## config.mk

```make
export PLATFORM = sky130hd
export DESIGN_NAME = wdog_timer
export DESIGN_NICKNAME = d
export VERILOG_FILES = /design/src/rtl/wdog_timer.sv
export SDC_FILE = /design/constraint.sdc
export NUM_CORES = 1
export LEC_CHECK = 0
export ABC_CLOCK_PERIOD_IN_PS = 2190
export BUFFER_PORTS_ARGS = -buffer_cell sky130_fd_sc_hd__buf_2
export CAP_MARGIN = 20
export CORE_MARGIN = 5
export CORE_UTILIZATION = 30
export DETAILED_ROUTE_END_ITERATION = 8
export GPL_TIMING_DRIVEN = 1
export MAX_ROUTING_LAYER = met4
export PLACE_DENSITY = 0.44
export SLEW_MARGIN = 0
export SYNTH_ARGS = -nofsm -noshare
export SYNTH_HDL_FRONTEND = slang
export SYNTH_SLANG_ARGS = --single-unit
export TNS_END_PERCENT = 10
```

## constraint.sdc

```tcl
create_clock -name clk -period 2.19 [get_ports clk]
set_input_delay 0.219 -clock clk [delete_from_list [all_inputs] [get_ports clk]]
set_output_delay 0.219 -clock clk [all_outputs]
set_load 0.01 [all_outputs]
```

## src/rtl/wdog_timer.sv

```systemverilog
module wdog_timer #(
  parameter int unsigned TICK_DIV = 30_000_000,
  parameter bit          LEGACY   = 1'b0,
  parameter int unsigned INIT_RST = 50
) (
  input  logic        clk,
  input  logic        rst_n,
  input  logic [4:0]  bus_addr,
  input  logic        bus_wr,
  input  logic [1:0]  bus_be,
  input  logic [15:0] bus_wdata,
  output logic [15:0] bus_rdata,
  output logic        rst_req
);
  localparam int FW = LEGACY ? 6 : 10;
  localparam int PW = (TICK_DIV > 1) ? $clog2(TICK_DIV) : 1;
  localparam logic [PW-1:0] PRE_LAST = PW'(TICK_DIV - 1);
  localparam logic [FW-1:0] INIT_DEF = FW'(INIT_RST);
  localparam logic [3:0] IX_RLD = 4'd0, IX_STS1 = 4'd2, IX_STS2 = 4'd3,
                         IX_CTRL = 4'd4, IX_INIT = 4'd6;

  logic [PW-1:0] pre;
  logic [FW-1:0] count, init_val;
  logic halt, no_reboot, sts_to, sts_2nd, sts_boot;

  wire [3:0] idx     = bus_addr[4:1];
  wire wr_rld        = bus_wr && idx == IX_RLD;
  wire wr_sts1       = bus_wr && idx == IX_STS1 && bus_be[0];
  wire wr_sts2       = bus_wr && idx == IX_STS2 && bus_be[0];
  wire wr_ctrl       = bus_wr && idx == IX_CTRL;
  wire wr_init       = bus_wr && idx == IX_INIT;

  wire tick          = !halt && pre == PRE_LAST;
  wire expire        = tick && count == '0 && !wr_rld;

  wire [15:0] init16 = {{(16-FW){1'b0}}, init_val};
  wire [15:0] init_mg = {bus_be[1] ? bus_wdata[15:8] : init16[15:8],
                         bus_be[0] ? bus_wdata[7:0]  : init16[7:0]};
  wire [FW-1:0] init_new = init_mg[FW-1:0];
  wire init_ok       = init_new >= FW'(4);

  always_ff @(posedge clk) begin
    if (!rst_n)           pre <= '0;
    else if (wr_rld)      pre <= '0;
    else if (!halt)       pre <= tick ? '0 : pre + 1'b1;
  end

  always_ff @(posedge clk) begin
    if (!rst_n)                 count <= INIT_DEF;
    else if (wr_rld || expire)  count <= init_val;
    else if (tick)              count <= count - 1'b1;
  end

  always_ff @(posedge clk) begin
    if (!rst_n) begin
      sts_to   <= 1'b0;
      sts_2nd  <= 1'b0;
      sts_boot <= 1'b0;
      rst_req  <= 1'b0;
    end else begin
      if (expire)                          sts_to <= 1'b1;
      else if (wr_sts1 && bus_wdata[3])    sts_to <= 1'b0;
      if (expire && sts_to) begin
        sts_2nd  <= 1'b1;
        sts_boot <= 1'b1;
      end else if (wr_sts2) begin
        if (bus_wdata[1]) sts_2nd  <= 1'b0;
        if (bus_wdata[2]) sts_boot <= 1'b0;
      end
      rst_req <= expire && sts_to && !no_reboot;
    end
  end

  always_ff @(posedge clk) begin
    if (!rst_n) begin
      halt      <= 1'b1;
      no_reboot <= 1'b1;
    end else if (wr_ctrl) begin
      if (bus_be[1]) halt      <= bus_wdata[11];
      if (bus_be[0]) no_reboot <= bus_wdata[0];
    end
  end

  always_ff @(posedge clk) begin
    if (!rst_n)                  init_val <= INIT_DEF;
    else if (wr_init && init_ok) init_val <= init_new;
  end

  always_comb begin
    bus_rdata = '0;
    case (idx)
      IX_RLD:  bus_rdata = {{(16-FW){1'b0}}, count};
      IX_STS1: bus_rdata = {12'b0, sts_to, 3'b0};
      IX_STS2: bus_rdata = {13'b0, sts_boot, sts_2nd, 1'b0};
      IX_CTRL: bus_rdata = {4'b0, halt, 10'b0, no_reboot};
      IX_INIT: bus_rdata = init16;
      default: bus_rdata = '0;
    endcase
  end


  halt_hold_chk: assert property (@(posedge clk) disable iff (!rst_n)
    (halt && !wr_rld) |=> $stable(count));

  first_to_chk: assert property (@(posedge clk) disable iff (!rst_n)
    $rose(sts_to) |-> $past(count) == '0);

  second_after_first_chk: assert property (@(posedge clk) disable iff (!rst_n)
    $rose(sts_2nd) |-> $past(sts_to));

  rst_pulse_chk: assert property (@(posedge clk) disable iff (!rst_n)
    rst_req |=> !rst_req);

  no_reboot_mask_chk: assert property (@(posedge clk) disable iff (!rst_n)
    rst_req |-> !$past(no_reboot));

  init_floor_chk: assert property (@(posedge clk) disable iff (!rst_n)
    !$stable(init_val) |-> init_val >= FW'(4));
endmodule

```

# Yosys cells after proc, flatten, opt, wreduce, memory -nomap -nowiden
# Index checks and enable logic that the tools add are counted.
[totals]
reg_bits = 51
out_inout_bits = 17
[op_classes]
n_addsub = 2
muxes = 14
magnitude_cmp = 1
eq_ne = 5
reduce_logical = 30
bitwise = 1
[op_table]
columns = ["cell", "count"]
rows = [
  ["case mux 12 bit (5 select lines)", 1],
  ["adder 25 x 1 -> 25 bit (second input constant)", 1],
  ["== test 25 bit (second input constant)", 1],
  ["two-way mux 25 bit", 1],
  ["two-way mux 10 bit", 2],
  ["logical AND 1 bit", 14],
  [">= comparator 10 x 3 -> 1 bit (second input constant)", 1],
  ["logical NOT 10 bit", 1],
  ["nonzero test 2 bit", 5],
  ["subtractor 10 x 1 -> 10 bit (second input constant)", 1],
  ["== test 4 x 2 -> 1 bit (second input constant)", 2],
  ["== test 4 x 3 -> 1 bit (second input constant)", 2],
  ["two-way mux 1 bit", 8],
  ["two-way mux 8 bit", 1],
  ["AND reduction 2 bit", 4],
  ["logical NOT 4 bit", 1],
  ["logical NOT 1 bit", 3],
  ["two-way mux 2 bit", 1],
  ["OR reduction 2 bit", 1],
  ["logical OR 1 bit", 1],
  ["NOT 1 bit", 1],
]

# Longest topological paths before layout
# Gate-level depths: netlist of the first run.
[depth]
ltp_word = 7
mapped_depth = 8

# Worst setup path after synthesis of the first run
# OpenSTA, ideal clock, no wires.
[synth_timing]
path_kind = "flip-flop to flip-flop"
start = "register pre[10]"
end = "register count[7]"
required_time_ns = 2.068
arrival_ns = 1.813
path_slack_ns = 0.255
stages_incl_launch_ff = 7
path_buffers = 1
cell_sequence = "dfxtp_1 or4b_1 nor4_2 nand2b_1 buf_6 o211a_1 a311o_1"
[synth_between]
elab_chain_len = 6
[synth_lines]
columns = ["element", "line", "source"]
rows = [
  ["start, declared", "22", "logic [PW-1:0] pre;"],
  ["start signal, assigned", "45", "else if (!halt) pre <= tick ? '0 : pre + 1'b1;"],
  ["== test 25 bit *", "33", "wire tick = !halt && pre == PRE_LAST;"],
  ["logical AND 1 bit *", "33", ""],
  ["logical AND 1 bit (2 in series)", "34", "wire expire = tick && count == '0 && !wr_rld;"],
  ["logical OR 1 bit", "50", "else if (wr_rld || expire) count <= init_val;"],
  ["two-way mux 10 bit / nonzero test 2 bit (equally long branches)", "-", ""],
  ["end signal, assigned", "50", ""],
  ["end signal, assigned", "51", "else if (tick) count <= count - 1'b1;"],
  ["end, declared", "23", "logic [FW-1:0] count, init_val;"],
]
# Mark *: on every way between the ends. The rest lies on a longest branch, timed or not.
# A chain may end at the register's enable or synchronous reset.

# Worst setup path after layout of the first run
[layout_timing]
start = "register pre[11]"
end = "register count[8]"
# The elaborated chain is that of the path after synthesis.

==> results of run 1 <==
## cell usage in the layout (no fill, tap or decap), types with 6 or more instances in the layout
cell,count
sky130_fd_sc_hd__a21oi_1,11
sky130_fd_sc_hd__a22oi_1,10
sky130_fd_sc_hd__and3_1,6
sky130_fd_sc_hd__buf_2,31
sky130_fd_sc_hd__buf_4,35
sky130_fd_sc_hd__clkbuf_8,6
sky130_fd_sc_hd__dfxtp_1,51
sky130_fd_sc_hd__inv_1,7
sky130_fd_sc_hd__mux2i_1,17
sky130_fd_sc_hd__nand2_1,35
sky130_fd_sc_hd__nand3_1,25
sky130_fd_sc_hd__nor2_1,50
sky130_fd_sc_hd__nor3_1,15
sky130_fd_sc_hd__o21ai_0,7
sky130_fd_sc_hd__xnor2_1,13
sky130_fd_sc_hd__xor2_1,11
## routing by layer
metal | track usage (%) | up-vias | wire length (µm)
met2 | 23.17 | 41 | 3749
li1 | - | 1377 | -
met3 | 2.567 | 9 | 170
met4 | 4.779 | 0 | 128
met5 | - | - | 0
met1 | 19.64 | 1274 | 3963
## worst max-delay path, delay by kind of cell, from the launching register on
kind / cells / cell delay, ns
buffers and inverters: 1 / 0.18
AOI/OAI and AO/OA: 1 / 0.10
DFF: 1 / 0.37
and+or+nand+nor: 4 / 1.30
## stage by stage
stage / setup slack, ns / power (mW) / instance area [µm²] / instances / hold slack [ns]
finish: 0.1182 / 1.670 / 3505 / 543 / 0.1154
global route: 0.007938 / 1.757 / 3505 / 543 / 0.1222
CTS: 0.03784 / 1.706 / 3493 / 543 / 0.1035
detailed placement: 0.07517 / 1.085 / 3395 / 535 / 0.4387
global placement: 0.1406 / 1.085 / 3395 / 535 / 0.4338
floorplan: 0.2547 / 1.032 / 2924 / 356 / 0.3441
## cell type report
class                   count  area, µm²  share of cell area [%]
multi-input cells         276       1750                   49.95
flip-flops and latches     51       1021                   29.13
repair buffers             67      437.9                   12.50
well taps                 133      166.4                   4.748
clock buffers               6      82.58                   2.356
inverters                   8      30.03                  0.8568
clock inverters             2      16.27                  0.4641
## how the worst min path moves through the flow
stage | startpoint | end | cells past startpoint
finish | bus_wdata[11] | halt$_SDFFE_PN1P_ | 3
global route | bus_wdata[5] | init_val[5]$_SDFFE_PN1P_ | 3
CTS | bus_wdata[11] | halt$_SDFFE_PN1P_ | 3
detailed placement | bus_wdata[11] | halt$_SDFFE_PN1P_ | 3
global placement | bus_wdata[11] | halt$_SDFFE_PN1P_ | 3
floorplan | bus_wdata[11] | halt$_SDFFE_PN1P_ | 2
## cells by family after synthesis
kind of cell	after synthesis	share of synthesized area (%)
AOI/OAI and AO/OA	48	12.00
xor gates and xnor gates	24	7.226
adders and majority gates	3	1.290
buffers and inverters	29	5.635
DFF	51	35.10
muxes	19	6.623
other	1	0.1289
and+or+nand+nor	177	32.00
## power groups by stage
stage	Clock (mW)	Combinational (mW)	Sequential, mW
final	0.606	0.130	0.934
after global routing	0.677	0.145	0.935
after CTS	0.642	0.130	0.934
after detailed placement	0	0.130	0.955
after global placement	0	0.130	0.955
after floorplan	0	0.0774	0.955
==> run summary, run 1 <==
STA classifies the critical path endpoint as a register. Once detailed placement completed, the half-perimeter wirelength came to 6.189 mm. In the final layout, the share of cells above drive strength 1 is 23.17%. For the finished layout, the period the worst path requires is 2.072 ns.

For the overall routing resource usage, the log shows 14.88%. After synthesis, flip-flops and latches occupy 35.10% of the total area. The congestion estimate from routability-driven global placement came to 0.8854. The worst-case IR drop observed on VDD is 0.2115 mV.

In this run the static leakage power is 1.347 nW. Of all nets on the critical path, the largest fanout is 5. For the pin with the worst max-slew slack, the measured transition is 0.6165 ns. By area the synthesized netlist is led by sky130_fd_sc_hd__dfxtp_1 (35%), sky130_fd_sc_hd__nor2_1 (6.5%), sky130_fd_sc_hd__mux2i_1 (5.8%). Pin placement for this block handled 43 I/O pins. The via count of the first global-routing pass is 2696, and the power density over the cells is 476.5 nW/µm².

The count of nets left with antenna violations once routing finished came out at 0. The register with the most flip-flops in the layout has 25 of them. Per report_power, the clock group accounts for 36.3% of the total. Fraction of registers with async set/reset: 0%. TritonCTS built the clock tree. The overflow left after global routing was 0. The synthesis-stage register bit count came out at 51. Setup repair after global routing left no endpoint under its margin. In this run the deepest clock path goes through 2 buffers. The via-per-instance ratio was 4.974. Number of hold buffers added after CTS: 0.

Before antenna repair, the detailed router went through 4 iterations. The layout has 1034 filler cells. The depth of the CTS H-tree was 2; the data arrival time at the worst-slack endpoint was 2.27 ns.

The post-synthesis to final-layout area growth is 20.47%, and the routed via count is 2701. The die is 108.5 µm tall. Summed over all nets, the switching power comes to 431.2 µW.

The tools report the final setup skew as 0.01131 ns. The clock net sink count was 51; the starting utilization of the core area was 30.32%. The highest-delay cell along the critical path was sky130_fd_sc_hd__or4b_1. The tool flagged a number of max-cap violations equal to 0. The endpoint identified for the worst register-to-register timing path is count[8]$_SDFFE_PN0P_. The source of the critical timing path is pre[11]$_SDFFE_PP0N_. Average routed wire per standard cell: 14.75 µm. In the synthesized netlist the dominant register cell turns out to be sky130_fd_sc_hd__dfxtp_1.

Setup violations remaining at the end of the flow were counted as 0. After clock tree synthesis, the setup repair step added 0 buffers. In this run switching power makes up 25.82% of total power. Initial antenna violation count: 0.

For the remaining design rule violation count, the log shows 0. STA classifies the critical path startpoint as a register. For this run, the share of the core covered by cells in the final layout is 36.53%. For the final sum of negative setup slack, the log shows 0 ns. After layout, the worst path uses 94.60% of the clock period. The leading cell type by number of instances after synthesis was sky130_fd_sc_hd__dfxtp_1. The tools report the number of cells upsized or downsized after cts as 0. 0 antenna diodes ended up in the layout.

The number of I/O port buffers was 31; the clock transition time at the flip-flop clock pins of the worst setup and hold paths was 0.11 ns. The flow ran to the end, and the final reports show no timing, DRC or antenna violations. Combinational logic burns 7.8% of the power. The wire length of the first global-routing pass is 13.44 mm, and the number of buffers created by CTS is 5. The number of synthesized flops with an enable pin is 0, and the cell row count is 36. Class of the tightest hold or removal check: in -> reg. The instance count of the mapped netlist is 352, and the number of nets in the final layout is 438. The buffer cell driving the clock tree root was sky130_fd_sc_hd__clkbuf_8.

The synthesized area is 2909 µm². The number of DRC markers after the initial detailed-route iteration was 136. For the top achievable clock speed, the log shows 0.4827 GHz.

The worst endpoint required time is 2.38 ns. The depth of the worst register-to-register path was 6; the full die area was 11770 µm². The worst register-to-register path begins at pre[11]$_SDFFE_PP0N_. The clock reaches the later pin of the worst-skew pair after 0.32 ns. The fraction of post-synthesis cell area in the top cell type by area is 35.10%, and the delay of the slowest cell on the worst path is 0.55 ns. Pin count of the biggest net entering global routing: 24. In the final layout, the registers with the most flip-flops are pre (25), count (10), init_val (10).

Counting distinct cell types in the post-synthesis netlist gives 60. The internal portion of the total power is 1.239 mW. By count the netlist is led by sky130_fd_sc_hd__dfxtp_1 (51), sky130_fd_sc_hd__nor2_1 (50), sky130_fd_sc_hd__nand2_1 (35), sky130_fd_sc_hd__nand3_1 (25), sky130_fd_sc_hd__mux2i_1 (17). After synthesis, the mean cell area works out to 8.264 µm². The critical path goes through or4b_1, nor4_2, nand2b_1, buf_4, nor4b_1, a2111oi_0. Across all register-to-register paths, the minimum setup slack is 0.12 ns.

Count of yosys warnings during synthesis: 0. By startpoint and endpoint, the worst setup path is classified as reg -> reg. The worst relative slew slack came out at 58.77%.

The die is 108.5 µm wide. Of the total power, registers draw 55.9%. Of all cell types, the one taking the most synthesized area is sky130_fd_sc_hd__dfxtp_1.

The final max-slew violation count came out at 0. The tools report the end point of the critical path as count[8]$_SDFFE_PN0P_. The tools report the hold violation count in the final report as 0. Counting flops per register, the top entry is pre. The tools report the placeable core region as 9594 µm². The final layout contains routed wiring with a total length of 8.011 mm.
Power figures use the tool's default switching activity.
==> run 2, diff against run 1 <==
Settings changed: ABC_CLOCK_PERIOD_IN_PS 2190 to 2000, RECOVER_POWER set to 50, SETUP_SLACK_MARGIN set to 0.05.
Clock period 2.19 ns to 2 ns, I/O delays scaled along.
==> run 2 against run 1 <==
Compared with the run above: core utilization rose by 2.7 points; combinational power rose by 14%; fmax rose by 8.5%; sequential share of layout area fell by 1.8 points; via count rose by 4.6%.
==> run summary, run 2 (synthesis results as in run 1) <==
Relative to the synthesized area, the layout overhead comes to 29.33%. Setup repair after global routing could not meet its margin everywhere. Hold is met by 0.09902 ns. The startpoint of the worst hold path is bus_wdata[11].

The floorplan step defined a core boundary enclosing 9594 µm². After detailed routing, the average wire length per cell comes to 14.72 µm. Entering global routing, the biggest net connects 24 pins.

The slowest stage of the critical path belongs to the cell sky130_fd_sc_hd__or4b_4. The number of buffers created by CTS was 5. Ranked by flip-flop count, first place goes to pre. The clock transition time at the flip-flop clock pins of the worst setup and hold paths is 0.10 ns. Leaving out fill and tap cells, the most frequent cell in the layout is sky130_fd_sc_hd__nor2_1. Number of nets in the final layout: 456. TritonCTS built the clock tree. For the number of max-capacitance violations reported, the log shows 0. The largest registers in the layout are pre (25), count (10), init_val (10). Grouping stages by cell kind, the critical path spends the most delay in simple AND/OR/NAND/NOR gates. Remaining design rule violation count: 0. The die height was 108.5 µm. The largest vdd supply drop came out at 0.2473 mV. The signal on the critical path passes through or4b_4, nor4_4, nand2b_1, buf_6, nor4b_2, a2111oi_0. The critical path starts at pre[11]$_SDFFE_PP0N_.

The run gives 51 as the clock net sink count. Before antenna repair, the detailed router went through 4 iterations. The worst path in the final design needs a cycle of 1.910 ns, including I/O delays and setup. The count of nets left with antenna violations once routing finished came out at 0. The worst path buffer plus inverter count is 1, and the total inserted antenna cells is 0. The maximum number of buffers from clock root to sink is 2, and the cell row count is 36.

Class of the tightest hold or removal check: in -> reg. The logs give 2789 for the via count of the first global-routing pass and 0 for the final max-slew violation count. The congestion estimate from routability-driven global placement came to 0.8129. The tools report the data arrival time at the worst-slack endpoint as 2.10 ns.

The flow ran to the end, and the final reports show no timing, DRC or antenna violations. Global routing finished with a remaining overflow of 0. In this run the critical register-to-register path is launched from pre[11]$_SDFFE_PP0N_. In this run the tool buffered the top-level ports with 31 buffer cells. The final setup skew is 0.01122 ns, and the hold violation count in the final report is 0.

The total wirelength of the detailed-routed design was 8.243 mm; the worst relative slew slack was 58.25%. The initial utilization of the core area, before any placement, comes to 30.32%. The worst endpoint required time came out at 2.19 ns.

At the pin with the least slew margin, the transition time is 0.6243 ns. By startpoint and endpoint, the worst setup path is classified as reg -> reg. Prior to clock tree synthesis, the placed netlist has a worst setup slack of -0.01066 ns. Power spread over the standard cell area amounts to 501.7 nW/µm². For this design the static power due to leakage is 1.446 nW. The wire length of the first global-routing pass is 13.66 mm.

The full die area was 11770 µm². For this block, the via count after detailed routing is 2825. The H-tree was split into 2 levels. Via-per-instance ratio: 5.045. 43 I/O pins were placed. The HPWL after detailed placement is 6.337 mm. For the number of DRC markers after the initial detailed-route iteration, the log shows 130.

The startpoint kind of the worst setup timing path was a register. The number of hold buffers added after CTS was 0. The die width works out to 108.5 µm.

Across every metal layer, demand over resource in global routing totals 14.92%. Dividing the final minimum period by the clock period gives 95.48%. Leaving out fill and tap cells, the most frequent cells in the layout are sky130_fd_sc_hd__nor2_1 (50), sky130_fd_sc_hd__buf_4 (49), sky130_fd_sc_hd__dfxtp_1 (46). Along the worst path, the maximum fanout reaches 4. Across all setup checks in the final design, the least slack found is 0.09044 ns. Share of layout cells above drive strength 1: 28.57%. The worst setup path is captured at a register. Setup violations remaining at the end of the flow were counted as 0.

For the top achievable clock speed, the log shows 0.5237 GHz. The buffer cell driving the clock tree root was sky130_fd_sc_hd__clkbuf_8. The flip-flop count of the largest register, all copies and words added was 25; the initial antenna violation count was 0.

For the worst-skew pair, the clock arrives at the later sink with an insertion delay of 0.31 ns. The delay of the slowest cell on the worst path was 0.54 ns.
run 2: path summary, 6_finish.rpt:
path | end | slack [ns] | cells after the start
max reg2reg | count[8]$_SDFFE_PN0P_ | 0.09 | 6
min reg2reg | rst_req$_SDFF_PN0_ | 0.48 | 1
min | halt$_SDFFE_PN1P_ | 0.1 | 3
max | count[8]$_SDFFE_PN0P_ | 0.09 | 6
run 2: stage by stage:
| step | std cells | cell area (µm²) | TNS, ns | util [%] | total power, mW |
|---|---|---|---|---|---|
| 2_1_floorplan | 356 | 2924 | 0 | - | 1.130 |
| 3_3_place_gp | 552 | 3522 | -0.007371 | 36.71 | 1.192 |
| 3_5_place_dp | 552 | 3522 | -0.01066 | 36.71 | 1.192 |
| 4_1_cts | 560 | 3641 | 0 | 37.95 | 1.919 |
| 5_1_grt | 560 | 3762 | -0.06051 | 39.21 | 1.977 |
| 6_report | 560 | 3762 | 0 | 39.21 | 1.887 |
run 2: final cells by class:
class                   instances  area, µm²
repair buffers                 85      558.0
flip-flops and latches         51       1027
well taps                     133      166.4
clock buffers                   6      72.57
inverters                       8      30.03
fillers                      1019       5832
clock inverters                 1      30.03
multi-input cells             276       1878
run 2: per-layer routing:
| metal | vias up | track usage, % | share of wire (%) |
|---|---|---|---|
| met5 | - | - | 0 |
| met4 | 0 | 4.418 | 0.93 |
| met3 | 11 | 2.687 | 3.7 |
| met2 | 62 | 23.26 | 47 |
| met1 | 1354 | 19.73 | 48 |
| li1 | 1398 | - | - |
run 2: worst min-delay path: stages:
cell and delay, ns:
sky130_fd_sc_hd__buf_2 0.07, sky130_fd_sc_hd__mux2i_1 0.05, sky130_fd_sc_hd__nand2_1 0.06
run 2: power breakdown:
| group | internal, mW | total (mW) | switching, mW |
|---|---|---|---|
| registers | 1.02 | 1.02 | 0.00391 |
| clock network | 0.368 | 0.717 | 0.349 |
| logic | 0.0577 | 0.148 | 0.0906 |
run 2: timing repair:
item	4_1_cts	5_1_grt
pin swaps	2	7
endpoints found under the setup margin	6	37
buffers inserted	1	0
resized for setup	1	31
